## src/rtl/rsa_pkg.sv

```systemverilog
package rsa_pkg;
  typedef enum logic [1:0] {
    ST_IDLE    = 2'd0,
    ST_PIN_PWR = 2'd1,
    ST_PIN_MAN = 2'd2,
    ST_WDOG    = 2'd3
  } rsa_state_e;

  function automatic logic is_active(input rsa_state_e s);
    return s != ST_IDLE;
  endfunction
endpackage

```

## src/rtl/rsa_pin_qual.sv

```systemverilog
module rsa_pin_qual #(
  parameter int SYNC_STAGES = 2,
  parameter int MIN_LOW     = 20
) (
  input  logic clk,
  input  logic rst,
  input  logic pin_n,
  output logic level_hi,
  output logic qualified
);
  localparam int CW = $clog2(MIN_LOW + 1);
  localparam logic [CW-1:0] LIMIT = CW'(MIN_LOW);

  logic [SYNC_STAGES-1:0] sync_q;
  logic [CW-1:0]          low_cnt;

  // Synchroniser chain; idles high so a reset of the block reads as released
  always_ff @(posedge clk) begin
    if (rst) sync_q <= '1;
    else     sync_q <= {sync_q[SYNC_STAGES-2:0], pin_n};
  end

  assign level_hi = sync_q[SYNC_STAGES-1];

  // Saturating low-width counter
  always_ff @(posedge clk) begin
    if (rst)                  low_cnt <= '0;
    else if (level_hi)        low_cnt <= '0;
    else if (low_cnt != LIMIT) low_cnt <= low_cnt + CW'(1);
  end

  assign qualified = (low_cnt == LIMIT);

  // qualification can only rise after a cycle of synchronised low level
  a_r3_qual_from_low: assert property (@(posedge clk) disable iff (rst)
    $rose(qualified) |-> $past(!level_hi));
endmodule

```

## src/rtl/rsa_ctrl.sv

```systemverilog
module rsa_ctrl
  import rsa_pkg::*;
#(
  parameter int WDOG_HOLD = 20
) (
  input  logic clk,
  input  logic rst,
  input  logic pwr_qual,
  input  logic pwr_hi,
  input  logic man_qual,
  input  logic man_hi,
  input  logic wdog_ovf,
  input  logic wdog_full,
  output logic core_rst,
  output logic periph_rst,
  output logic port_rst,
  output logic class_full,
  output logic rel_strobe
);
  localparam int HW = $clog2(WDOG_HOLD + 1);
  localparam logic [HW-1:0] HOLD_LAST = HW'(WDOG_HOLD - 1);

  rsa_state_e    state_q, state_d;
  logic          full_q, full_d;
  logic [HW-1:0] hold_q;
  logic          hold_done;

  assign hold_done = (hold_q == HOLD_LAST);

  // Priority: power-up pin, then manual pin, then watchdog
  always_comb begin
    state_d = state_q;
    full_d  = full_q;
    unique case (state_q)
      ST_IDLE: begin
        if (pwr_qual) begin
          state_d = ST_PIN_PWR; full_d = 1'b1;
        end else if (man_qual) begin
          state_d = ST_PIN_MAN; full_d = 1'b0;
        end else if (wdog_ovf) begin
          state_d = ST_WDOG;    full_d = wdog_full;
        end
      end
      ST_PIN_PWR: begin
        if (pwr_hi) state_d = ST_IDLE;
      end
      ST_PIN_MAN: begin
        if (pwr_qual) begin
          state_d = ST_PIN_PWR; full_d = 1'b1;
        end else if (man_hi) begin
          state_d = ST_IDLE;
        end
      end
      ST_WDOG: begin
        if (pwr_qual) begin
          state_d = ST_PIN_PWR; full_d = 1'b1;
        end else if (man_qual) begin
          state_d = ST_PIN_MAN; full_d = 1'b0;
        end else if (hold_done) begin
          state_d = ST_IDLE;
        end
      end
      default: state_d = ST_IDLE;
    endcase
  end

  always_ff @(posedge clk) begin
    if (rst) begin
      state_q <= ST_IDLE;
      full_q  <= 1'b1;
      hold_q  <= '0;
    end else begin
      state_q <= state_d;
      full_q  <= full_d;
      if (state_q != ST_WDOG) hold_q <= '0;
      else                    hold_q <= hold_q + HW'(1);
    end
  end

  // Registered outputs taken from the next state
  always_ff @(posedge clk) begin
    if (rst) begin
      core_rst   <= 1'b0;
      periph_rst <= 1'b0;
      port_rst   <= 1'b0;
      class_full <= 1'b1;
      rel_strobe <= 1'b0;
    end else begin
      core_rst   <= is_active(state_d);
      periph_rst <= is_active(state_d) && full_d;
      port_rst   <= is_active(state_d) && full_d;
      rel_strobe <= is_active(state_q) && !is_active(state_d);
      if (is_active(state_d)) class_full <= full_d;
    end
  end

  // release strobe is single and follows an active reset
  a_r6_rel_single: assert property (@(posedge clk) disable iff (rst)
    rel_strobe |=> !rel_strobe);
  a_r6_rel_after_active: assert property (@(posedge clk) disable iff (rst)
    rel_strobe |-> ($past(core_rst) && !core_rst));
  // a qualified, still-low power-up pin yields the full class next cycle
  a_r5_pwr_wins: assert property (@(posedge clk) disable iff (rst)
    (pwr_qual && !pwr_hi) |=> periph_rst);
  // a manual class reset never reaches the peripherals
  a_r4_man_no_periph: assert property (@(posedge clk) disable iff (rst)
    periph_rst |-> class_full);
  // a held pin reset is never replaced by a watchdog hold
  a_r8_pin_not_wdog: assert property (@(posedge clk) disable iff (rst)
    (state_q == ST_PIN_PWR || state_q == ST_PIN_MAN) |=> state_q != ST_WDOG);
  // hold counter stays inside its window
  a_r7_hold_bounded: assert property (@(posedge clk) disable iff (rst)
    (state_q == ST_WDOG) |-> (hold_q <= HOLD_LAST));
endmodule

```

## src/rtl/reset_source_arbiter.sv

```systemverilog
module reset_source_arbiter #(
  parameter int SYNC_STAGES = 2,
  parameter int MIN_LOW     = 20,
  parameter int WDOG_HOLD   = 20
) (
  input  logic clk,
  input  logic rst,
  input  logic pwr_rst_n,
  input  logic man_rst_n,
  input  logic wdog_ovf,
  input  logic wdog_full,
  output logic core_rst,
  output logic periph_rst,
  output logic port_rst,
  output logic class_full,
  output logic rel_strobe
);
  localparam int NPINS = 2;   // index 0: power-up pin, index 1: manual pin

  logic [NPINS-1:0] pins_n, lvl_hi, qual;

  assign pins_n = {man_rst_n, pwr_rst_n};

  for (genvar g = 0; g < NPINS; g++) begin : g_pin
    rsa_pin_qual #(
      .SYNC_STAGES(SYNC_STAGES),
      .MIN_LOW    (MIN_LOW)
    ) u_qual (
      .clk      (clk),
      .rst      (rst),
      .pin_n    (pins_n[g]),
      .level_hi (lvl_hi[g]),
      .qualified(qual[g])
    );
  end

  rsa_ctrl #(
    .WDOG_HOLD(WDOG_HOLD)
  ) u_ctrl (
    .clk       (clk),
    .rst       (rst),
    .pwr_qual  (qual[0]),
    .pwr_hi    (lvl_hi[0]),
    .man_qual  (qual[1]),
    .man_hi    (lvl_hi[1]),
    .wdog_ovf  (wdog_ovf),
    .wdog_full (wdog_full),
    .core_rst  (core_rst),
    .periph_rst(periph_rst),
    .port_rst  (port_rst),
    .class_full(class_full),
    .rel_strobe(rel_strobe)
  );

  // peripheral and port resets travel together
  a_r2_port_with_periph: assert property (@(posedge clk) disable iff (rst)
    port_rst == periph_rst);
  // class flag moves only when a reset starts or widens
  a_r10_flag_stable: assert property (@(posedge clk) disable iff (rst)
    !core_rst |-> $stable(class_full));
endmodule

```

## config.mk

```make
export PLATFORM = sky130hd
export DESIGN_NAME = reset_source_arbiter
export DESIGN_NICKNAME = d
export VERILOG_FILES = /design/src/rtl/rsa_pkg.sv /design/src/rtl/rsa_pin_qual.sv /design/src/rtl/rsa_ctrl.sv /design/src/rtl/reset_source_arbiter.sv
export SDC_FILE = /design/constraint.sdc
export NUM_CORES = 1
export LEC_CHECK = 0
export ABC_CLOCK_PERIOD_IN_PS = 3800
export BUFFER_PORTS_ARGS = -buffer_cell sky130_fd_sc_hd__buf_2
export CORE_MARGIN = 1
export CORE_UTILIZATION = 49
export DETAILED_ROUTE_END_ITERATION = 7
export PLACE_DENSITY = 0.77
export SLEW_MARGIN = 20
export SYNTH_ARGS = -nofsm -noshare
export SYNTH_HDL_FRONTEND = slang
export SYNTH_HIERARCHICAL = 1
export SYNTH_SLANG_ARGS = --single-unit
export TNS_END_PERCENT = 50
```

## constraint.sdc

```tcl
create_clock -name clk -period 3.8 [get_ports clk]
set_clock_uncertainty 0.05 [all_clocks]
set_input_delay 0.76 -clock clk [delete_from_list [all_inputs] [get_ports clk]]
set_output_delay 0.76 -clock clk [all_outputs]
set_load 0.1 [all_outputs]
```

==> reports/metrics.yaml, run 1 <==
run_status:
  outcome: "finished clean"
grt:
  grt_pass1_vias: 794
  gr-total-overflow: 0
  grt_start_max_net_pins: 15
  grt_usage_pct: 17.3
  grt_first_pass_wirelength_um: 3290
  grt_antenna_before_repair: 0
placement:
  placed_cell_area_um2: 1220
  placement.io_buffers: 10
  place_congestion: 0.789
  hpwl_um: 1440
  post-place-ws_ps: 1940
routing:
  routed-wl-met3_um: 79
  drt_first_iter_violations: 11
  wirelength_um: 1920
  wl_per_cell_um: 12.1
  met2WireLength_um: 925
  drt_pre_antenna_iters: 4
  postRouteAntennaNets: 0
  avgViaCountPerCell: 5.27
  routed_length_on_met1_um: 892
  dr.max_layer_used: "met4"
  vias: 832
  drt_drc_violations_left: 0
pwr:
  power_leakage_nw: 0.535
  ir_drop_uv: 250
  ratio_of_total_power_to_cell_area_nw_per_um2: 433
critical_path:
  worst_setup_path_end_kind: "primary output"
  cp_num_buf_inv: 1
  critPathKind: "reg -> out"
  cp_top_family: "buffers and inverters"
  cp_max_fo: 2
  worst_ep_required_time_ps: 2990
  data_arrival_critical_path_ps: 1100
  r2r_slack_ps: 1920
  startpoint_type: "flop"
  cp_cell_instances: "buf_2"
  critPathMaxStageDelay_ps: 420
  critical_path.slowest_cell: "buf_2"
yosys:
  synth_area_um2: 1160
  netlist_instances: 119
  mappedNetlistNets: 130
  postSynth.topFlopCell: "dfxtp_1"
  synth-async-reset-ratio_pct: 0
  compound_gate_portion_of_the_synthesized_area_pct: 10.0
  yosys-mux-area-fraction_pct: 0
  xor_xnor_portion_of_the_synthesized_cell_area_pct: 6.78
  syn_avg_cell_area_um2: 9.77
  synth.lib_cells_used.distinct: 36
  synth_enable_flop_cells: 0
  basic_gate_share_of_the_synthesized_area_counting_and_or_nand_and_nor_cells_pct: 27.9
  synth_warn: 6
  synth_top_family_by_area: "simple AND/OR/NAND/NOR gates"
  synthAdderAreaFrac_pct: 5.38
  synth.ff_latch_count: 26
  synth.yosys.seq_area_share_pct: 44.8
floorplanning:
  dieHeight_um: 50.7
  placement_rows: 17
  num_io_pins: 11
  initial_core_util_pct: 52.0
  horizontal_die_dimension_um: 50.7
  design.core.area_um2: 2230
  floorplan.die_area_um2: 2570
timing:
  achievable-frequency_mhz: 523
  final_max_slew_viol_count: 0
  finalSetupTns_ps: 0
  grt_setup_unrepaired: "no"
  setup_violations: 0
  finalCritPeriodShare_pct: 50.3
  max-slew-margin-rel_pct: 67.7
  worstMarginPinSlew_ps: 487
  layout_min_cycle_time_ps: 1910
  report.final.hold_viol_count: 0
  final_critical_path_setup_slack_ps: 1890
clock_network:
  cts_inserted_buffers: 3
  post_cts_buffers: 0
  cts-hold-fix-buffers: 0
  ctsRootBufferMaster: "clkbuf_4"
  cts_resized: 0
  h-tree-depth: 1
  clkLatencyLatePin_ps: 330
  clock_path_buffers: 2
  tritoncts: "done"
  clk_pin_slew_worst_paths_ps: 140
  clock_sinks: 26
job:
  cap_viol_max_count: 0
final_layout:
  final_layout_size_suffix_gt1_share_pct: 27.7
  number_of_inserted_filler_cells_in_the_final_layout: 193
  register_area_um2: 520
  design_area_um2: 1260
  highest_count_cells_in_the_layout_ignoring_fill_and_taps: "dfxtp_1, nor2_1, buf_2"
  synthToLayoutAreaGrowth_pct: 8.18
  nets: 142
  final_common_cell: "dfxtp_1"
  multi_input_area_um2: 582
  antenna-diode-count: 0
worst_hold_path:
  hold_path.class: "reg -> reg"
==> area by class of cell <==
class                   instances  share of cell area, %
multi-input cells              81                   46.3
clock buffers                   4                   2.89
inverters                       9                   2.69
well taps                      28                   2.79
repair buffers                 10                   3.98
flip-flops and latches         26                   41.4
==> logic make-up after synthesis <==
group	count (synthesis)
compound gates	15
fa+ha+maj	5
xor+xnor	9
buf+inv	12
simple gates	52
flops	26
==> worst paths after layout <==
path | start | end | cells after the start
max | u_ctrl/class_full | class_full | 1
min | g_pin[1].u_qual/sync_q[0] | g_pin[1].u_qual/sync_q[1] | 1
max reg2reg | g_pin[1].u_qual/low_cnt[0] | u_ctrl/rel_strobe | 8
min reg2reg | g_pin[1].u_qual/sync_q[0] | g_pin[1].u_qual/sync_q[1] | 1
==> state kept, by name, indices dropped and copies added (netlist names) <==
signal                cells
u_ctrl/full_q             1
g_pin.u_qual/low_cnt     10
g_pin.u_qual/sync_q       4
u_ctrl/class_full         1
u_ctrl/rel_strobe         1
u_ctrl/hold_q             5
u_ctrl/core_rst           1
u_ctrl/port_rst           1
u_ctrl/state_q            2
==> metal layers <==
layer / GRT usage [%] / vias to the layer above
li1: - / 424
met1: 19.7 / 386
met2: 29.3 / 18
met3: 5.76 / 4
met4: 7.41 / 0
met5: 0 / -
==> cells in the mapped netlist, types with 2 or more instances <==
library cell | count | area, µm²
nand3b_1 | 2 | 15.0
xor2_1 | 6 | 52.6
nand2b_1 | 2 | 12.5
nand2_2 | 2 | 12.5
or2_2 | 6 | 37.5
inv_1 | 7 | 26.3
dfxtp_1 | 26 | 521
xnor2_1 | 3 | 26.3
a21oi_1 | 2 | 10.0
ha_1 | 5 | 62.6
a21oi_2 | 2 | 17.5
nor2_1 | 15 | 56.3
nand2_1 | 3 | 11.3
buf_4 | 2 | 15.0
nor3_2 | 5 | 50.1
nand3_1 | 8 | 40.0
nand4b_2 | 2 | 30.0
a31oi_1 | 2 | 12.5
inv_2 | 2 | 7.51
==> power by group <==
group          internal [mW]  switching (mW)  total (mW)
registers              0.285          0.0113       0.297
clock network         0.0587          0.0785       0.137
logic                 0.0294          0.0818       0.111
==> metrics by stage <==
stage	utilization (%)	std cells	hold slack [ps]	power [mW]
floorplan	-	119	339	0.401
detailed placement	54.7	154	347	0.414
global placement	54.7	154	345	0.412
CTS	56.3	158	378	0.551
finish	56.3	158	380	0.545
global route	56.3	158	385	0.569
No activity file was read; power rests on OpenSTA's default activity.
==> inputs of run 2 (changes only) <==
--- a/config.mk
+++ b/config.mk
@@ -5,12 +5,13 @@
 export SDC_FILE = /design/constraint.sdc
 export NUM_CORES = 1
 export LEC_CHECK = 0
-export ABC_CLOCK_PERIOD_IN_PS = 3800
+export ABC_AREA = 1
+export ABC_CLOCK_PERIOD_IN_PS = 1600
 export BUFFER_PORTS_ARGS = -buffer_cell sky130_fd_sc_hd__buf_2
 export CORE_MARGIN = 1
 export CORE_UTILIZATION = 49
 export DETAILED_ROUTE_END_ITERATION = 7
-export PLACE_DENSITY = 0.77
+export PLACE_DENSITY = 0.79
 export SLEW_MARGIN = 20
 export SYNTH_ARGS = -nofsm -noshare
 export SYNTH_HDL_FRONTEND = slang
==> constraint.sdc (replaced) <==
create_clock -name clk -period 1.6 [get_ports clk]
set_clock_uncertainty 0.05 [all_clocks]
set_input_delay 0.32 -clock clk [delete_from_list [all_inputs] [get_ports clk]]
set_output_delay 0.32 -clock clk [all_outputs]
set_load 0.1 [all_outputs]
==> run 2 against run 1 <==
Synthesized cell count up 41%. Worst hold slack got worse by 250 ps. Die area grew 5.0%. Power up 130%. Clock power is 89% higher. Sequential power up 130%. Critical path depth rose by 11. Via count grew 25%. Critical endpoint is now u_ctrl/class_full. Largest power group unchanged.
==> reports/metrics.yaml, run 2 <==
critical_path:
  critPathKind: "reg -> reg"
  critPathMostFrequentCell: "nand2_2"
  startpoint_type: "flop"
  cp_num_buf_inv: 2  # +1
  worst_setup_path_end_kind: "flop"
  cp_cell_instances: "inv_1 -> ha_1 -> nand2_2 -> nor2_4 -> inv_2 -> nor2_1 -> nor2_1 -> nand2_1 -> nand2_2 -> nand3_2 -> nand2_2 -> nand3_1"
  worst_ep_required_time_ps: 1750  # -1240 ps
  cp_top_family: "simple AND/OR/NAND/NOR gates"
  cp_max_fo: 4  # +2
  data_arrival_critical_path_ps: 1700  # +600 ps
  critical_path.slowest_cell: "dfxtp_2"
  critPathMaxStageDelay_ps: 370  # -50 ps
yosys:
  netlist.top_cell.by_area: "dfxtp_1"
  synth-async-reset-ratio_pct: 0  # unchanged
  synth_enable_flop_cells: 0  # unchanged
  mappedNetlistNets: 179  # +38%
  synthTopCellsByCount: "nand2_1, inv_1, nor2_1"
  synth.yosys.seq_area_share_pct: 42.6  # -2.2 points
  netlist_instances: 168  # +41%
  synth.ff_latch_count: 26  # unchanged
  synth_warn: 6  # unchanged
  synth_area_um2: 1220  # +5.2%
  postSynth.topFlopCell: "dfxtp_1"
  synth.lib_cells_used.distinct: 24  # -33%
  yosys-top-cells-area: "dfxtp_1, nand2_1, inv_1"
  syn_avg_cell_area_um2: 7.28  # -26%
  synthMostInstantiatedCell: "nand2_1"
  synth.top_cell.area_share_pct: 42.6  # -2.2 points
final_layout:
  antenna-diode-count: 0  # unchanged
  final_common_cell: "nand2_1"
  final_layout_size_suffix_gt1_share_pct: 24.0  # -3.6 points
  highest_count_cells_in_the_layout_ignoring_fill_and_taps: "nand2_1, nor2_1, inv_1"
  nets: 196  # +38%
  design_area_um2: 1370  # +8.8%
  synthToLayoutAreaGrowth_pct: 11.9
  largest_register_ff_count: 10  # unchanged
  final_cells: 211  # +34%
  max_flop_register: "g_pin.u_qual/low_cnt"
  number_of_inserted_filler_cells_in_the_final_layout: 196  # +1.6%
  reg.largest.list: "g_pin.u_qual/low_cnt: 10 flops, u_ctrl/hold_q: 5 flops, g_pin.u_qual/sync_q: 4 flops"
grt:
  grt_usage_pct: 17.1  # -0.22 points
  grt_antenna_before_repair: 0  # unchanged
  grt_pass1_vias: 924  # +16%
  grt_first_pass_wirelength_um: 3480  # +5.7%
  grt_start_max_net_pins: 15  # unchanged
  gr-total-overflow: 0  # unchanged
clock_network:
  clk_pin_slew_worst_paths_ps: 130  # about the same
  h-tree-depth: 1  # unchanged
  tritoncts: "done"
  clock_sinks: 26  # unchanged
  ctsRootBufferMaster: "clkbuf_4"
  cts-hold-fix-buffers: 0  # unchanged
  clock_path_buffers: 2  # unchanged
  clkLatencyLatePin_ps: 300  # -30 ps
  cts_inserted_buffers: 3  # unchanged
floorplanning:
  horizontal_die_dimension_um: 51.9  # +2.4%
  floorplan.die_area_um2: 2700  # +5.0%
  design.core.area_um2: 2280  # +1.9%
  initial_core_util_pct: 53.7  # +1.7 points
  dieHeight_um: 51.9  # +2.4%
  num_io_pins: 11  # unchanged
  placement_rows: 17  # unchanged
placement:
  placedCellCount: 206  # +34%
  placed_cell_area_um2: 1310  # +7.5%
  post-place-ws_ps: 40.3  # -1900 ps
  placement.io_buffers: 10  # unchanged
  place_congestion: 0.904  # +15%
  hpwl_um: 1490  # +3.5%
pwr:
  fin_total_pwr_mw: 1.24  # +130%
  ir_drop_uv: 866  # +250%
  ratio_of_total_power_to_cell_area_nw_per_um2: 906  # +110%
  power_leakage_nw: 0.586  # +9.5%
timing:
  finalCritPeriodShare_pct: 96.5
  setup_violations: 0  # unchanged
  report.final.hold_viol_count: 0  # unchanged
  final_max_slew_viol_count: 0  # unchanged
  max-slew-margin-rel_pct: 67.6  # -0.096 points
  layout_min_cycle_time_ps: 1540
  final_critical_path_setup_slack_ps: 56.7  # -1830 ps
  holdWs_ps: 134  # -246 ps
  achievable-frequency_mhz: 648
  worstMarginPinSlew_ps: 489  # +1.45 ps
job:
  cap_viol_max_count: 0  # unchanged
routing:
  wl_per_cell_um: 9.29  # -23%
  vias: 1038  # +25%
  wirelength_um: 1960  # +2.3%
  postRouteAntennaNets: 0  # unchanged
  routed_length_on_met1_um: 974  # +9.2%
  avgViaCountPerCell: 4.92  # -6.6%
  drt_drc_violations_left: 0  # unchanged
  met2WireLength_um: 921  # -0.43%
  routed-wl-met3_um: 48  # -39%
  drt_pre_antenna_iters: 4  # unchanged
  drt_first_iter_violations: 17  # +6
  dr.max_layer_used: "met4"
run_status:
  outcome: "finished clean"
worst_hold_path:
  hold_path.class: "in -> reg"
==> run 2: cell count changes in the layout (fill, tap and decap cells not counted), moves of 5 or more <==
| cell | delta |
|---|---|
| xor2_1 | -6 |
| dfxtp_1 | -6 |
| dfxtp_2 | +6 |
| nor2_1 | +12 |
| nand3_1 | +5 |
| nand2_1 | +30 |
| inv_1 | +19 |
==> run 2: final timing paths <==
path / to / startpoint / cells after the start / slack, ps
setup / recovery: u_ctrl/class_full / g_pin[1].u_qual/low_cnt[1] / 12 / 60
hold / removal: g_pin[0].u_qual/sync_q[0] / pwr_rst_n / 2 / 130
setup reg to reg: u_ctrl/class_full / g_pin[1].u_qual/low_cnt[1] / 12 / 60
hold reg to reg: g_pin[1].u_qual/sync_q[1] / g_pin[1].u_qual/sync_q[0] / 1 / 380
==> run 2: metrics by stage <==
step / utilization, % / TNS [ps]
finish: 60.1 / 0
global route: 60.1 / -151
CTS: 58.7 / 0
detailed placement: 57.7 / 0
global placement: 57.7 / 0
floorplan: - / 0
==> run 2: worst register-to-register path: stages (launching register included) <==
cell and delay (ps):
dfxtp_2 370, inv_1 60, ha_1 180, nand2_2 90, nor2_4 60, inv_2 70
nor2_1 50, nor2_1 110, nand2_1 80, nand2_2 100, nand3_2 90, nand2_2 80
nand3_1 60
==> run 2: layout make-up <==
cell class / count / area (µm²) / share of cell area, %
inverters: 27 / 101 / 7.41
repair buffers: 14 / 80.1 / 5.86
clock buffers: 3 / 22.5 / 1.65
well taps: 28 / 35.0 / 2.56
multi-input cells: 113 / 601 / 43.9
flip-flops and latches: 26 / 528 / 38.6
==> run 2: where the power goes <==
part | internal [mW] | switching, mW | total, mW
Sequential | 0.679 | 0.0178 | 0.697
Clock | 0.0877 | 0.172 | 0.259
Combinational | 0.0610 | 0.223 | 0.284
Total | 0.828 | 0.412 | 1.24
==> run 2: cell families (layout without fill, tap and decap cells) <==
| kind of cell | Yosys count | in the layout | share of synthesized area (%) |
|---|---|---|---|
| adder cells (fa/ha/maj) | 5 | 5 | 5.12 |
| flip-flops | 26 | 26 | 42.6 |
| buffers and inverters | 29 | 44 | 9.21 |
| AO/OA/AOI/OAI | 14 | 14 | 7.47 |
| AND/OR/NAND/NOR | 94 | 94 | 35.6 |
==> run 2: routing by layer <==
metal | GRT usage [%] | up-vias
met3 | 3.51 | 2
met2 | 30.1 | 13
met5 | 0 | -
met1 | 19.9 | 474
li1 | - | 549
met4 | 6.76 | 0
==> run 2: timing repair <==
action,in CTS,in global routing
endpoints found under the setup margin,0,3
gates resized for setup,0,8
buffers inserted,0,2
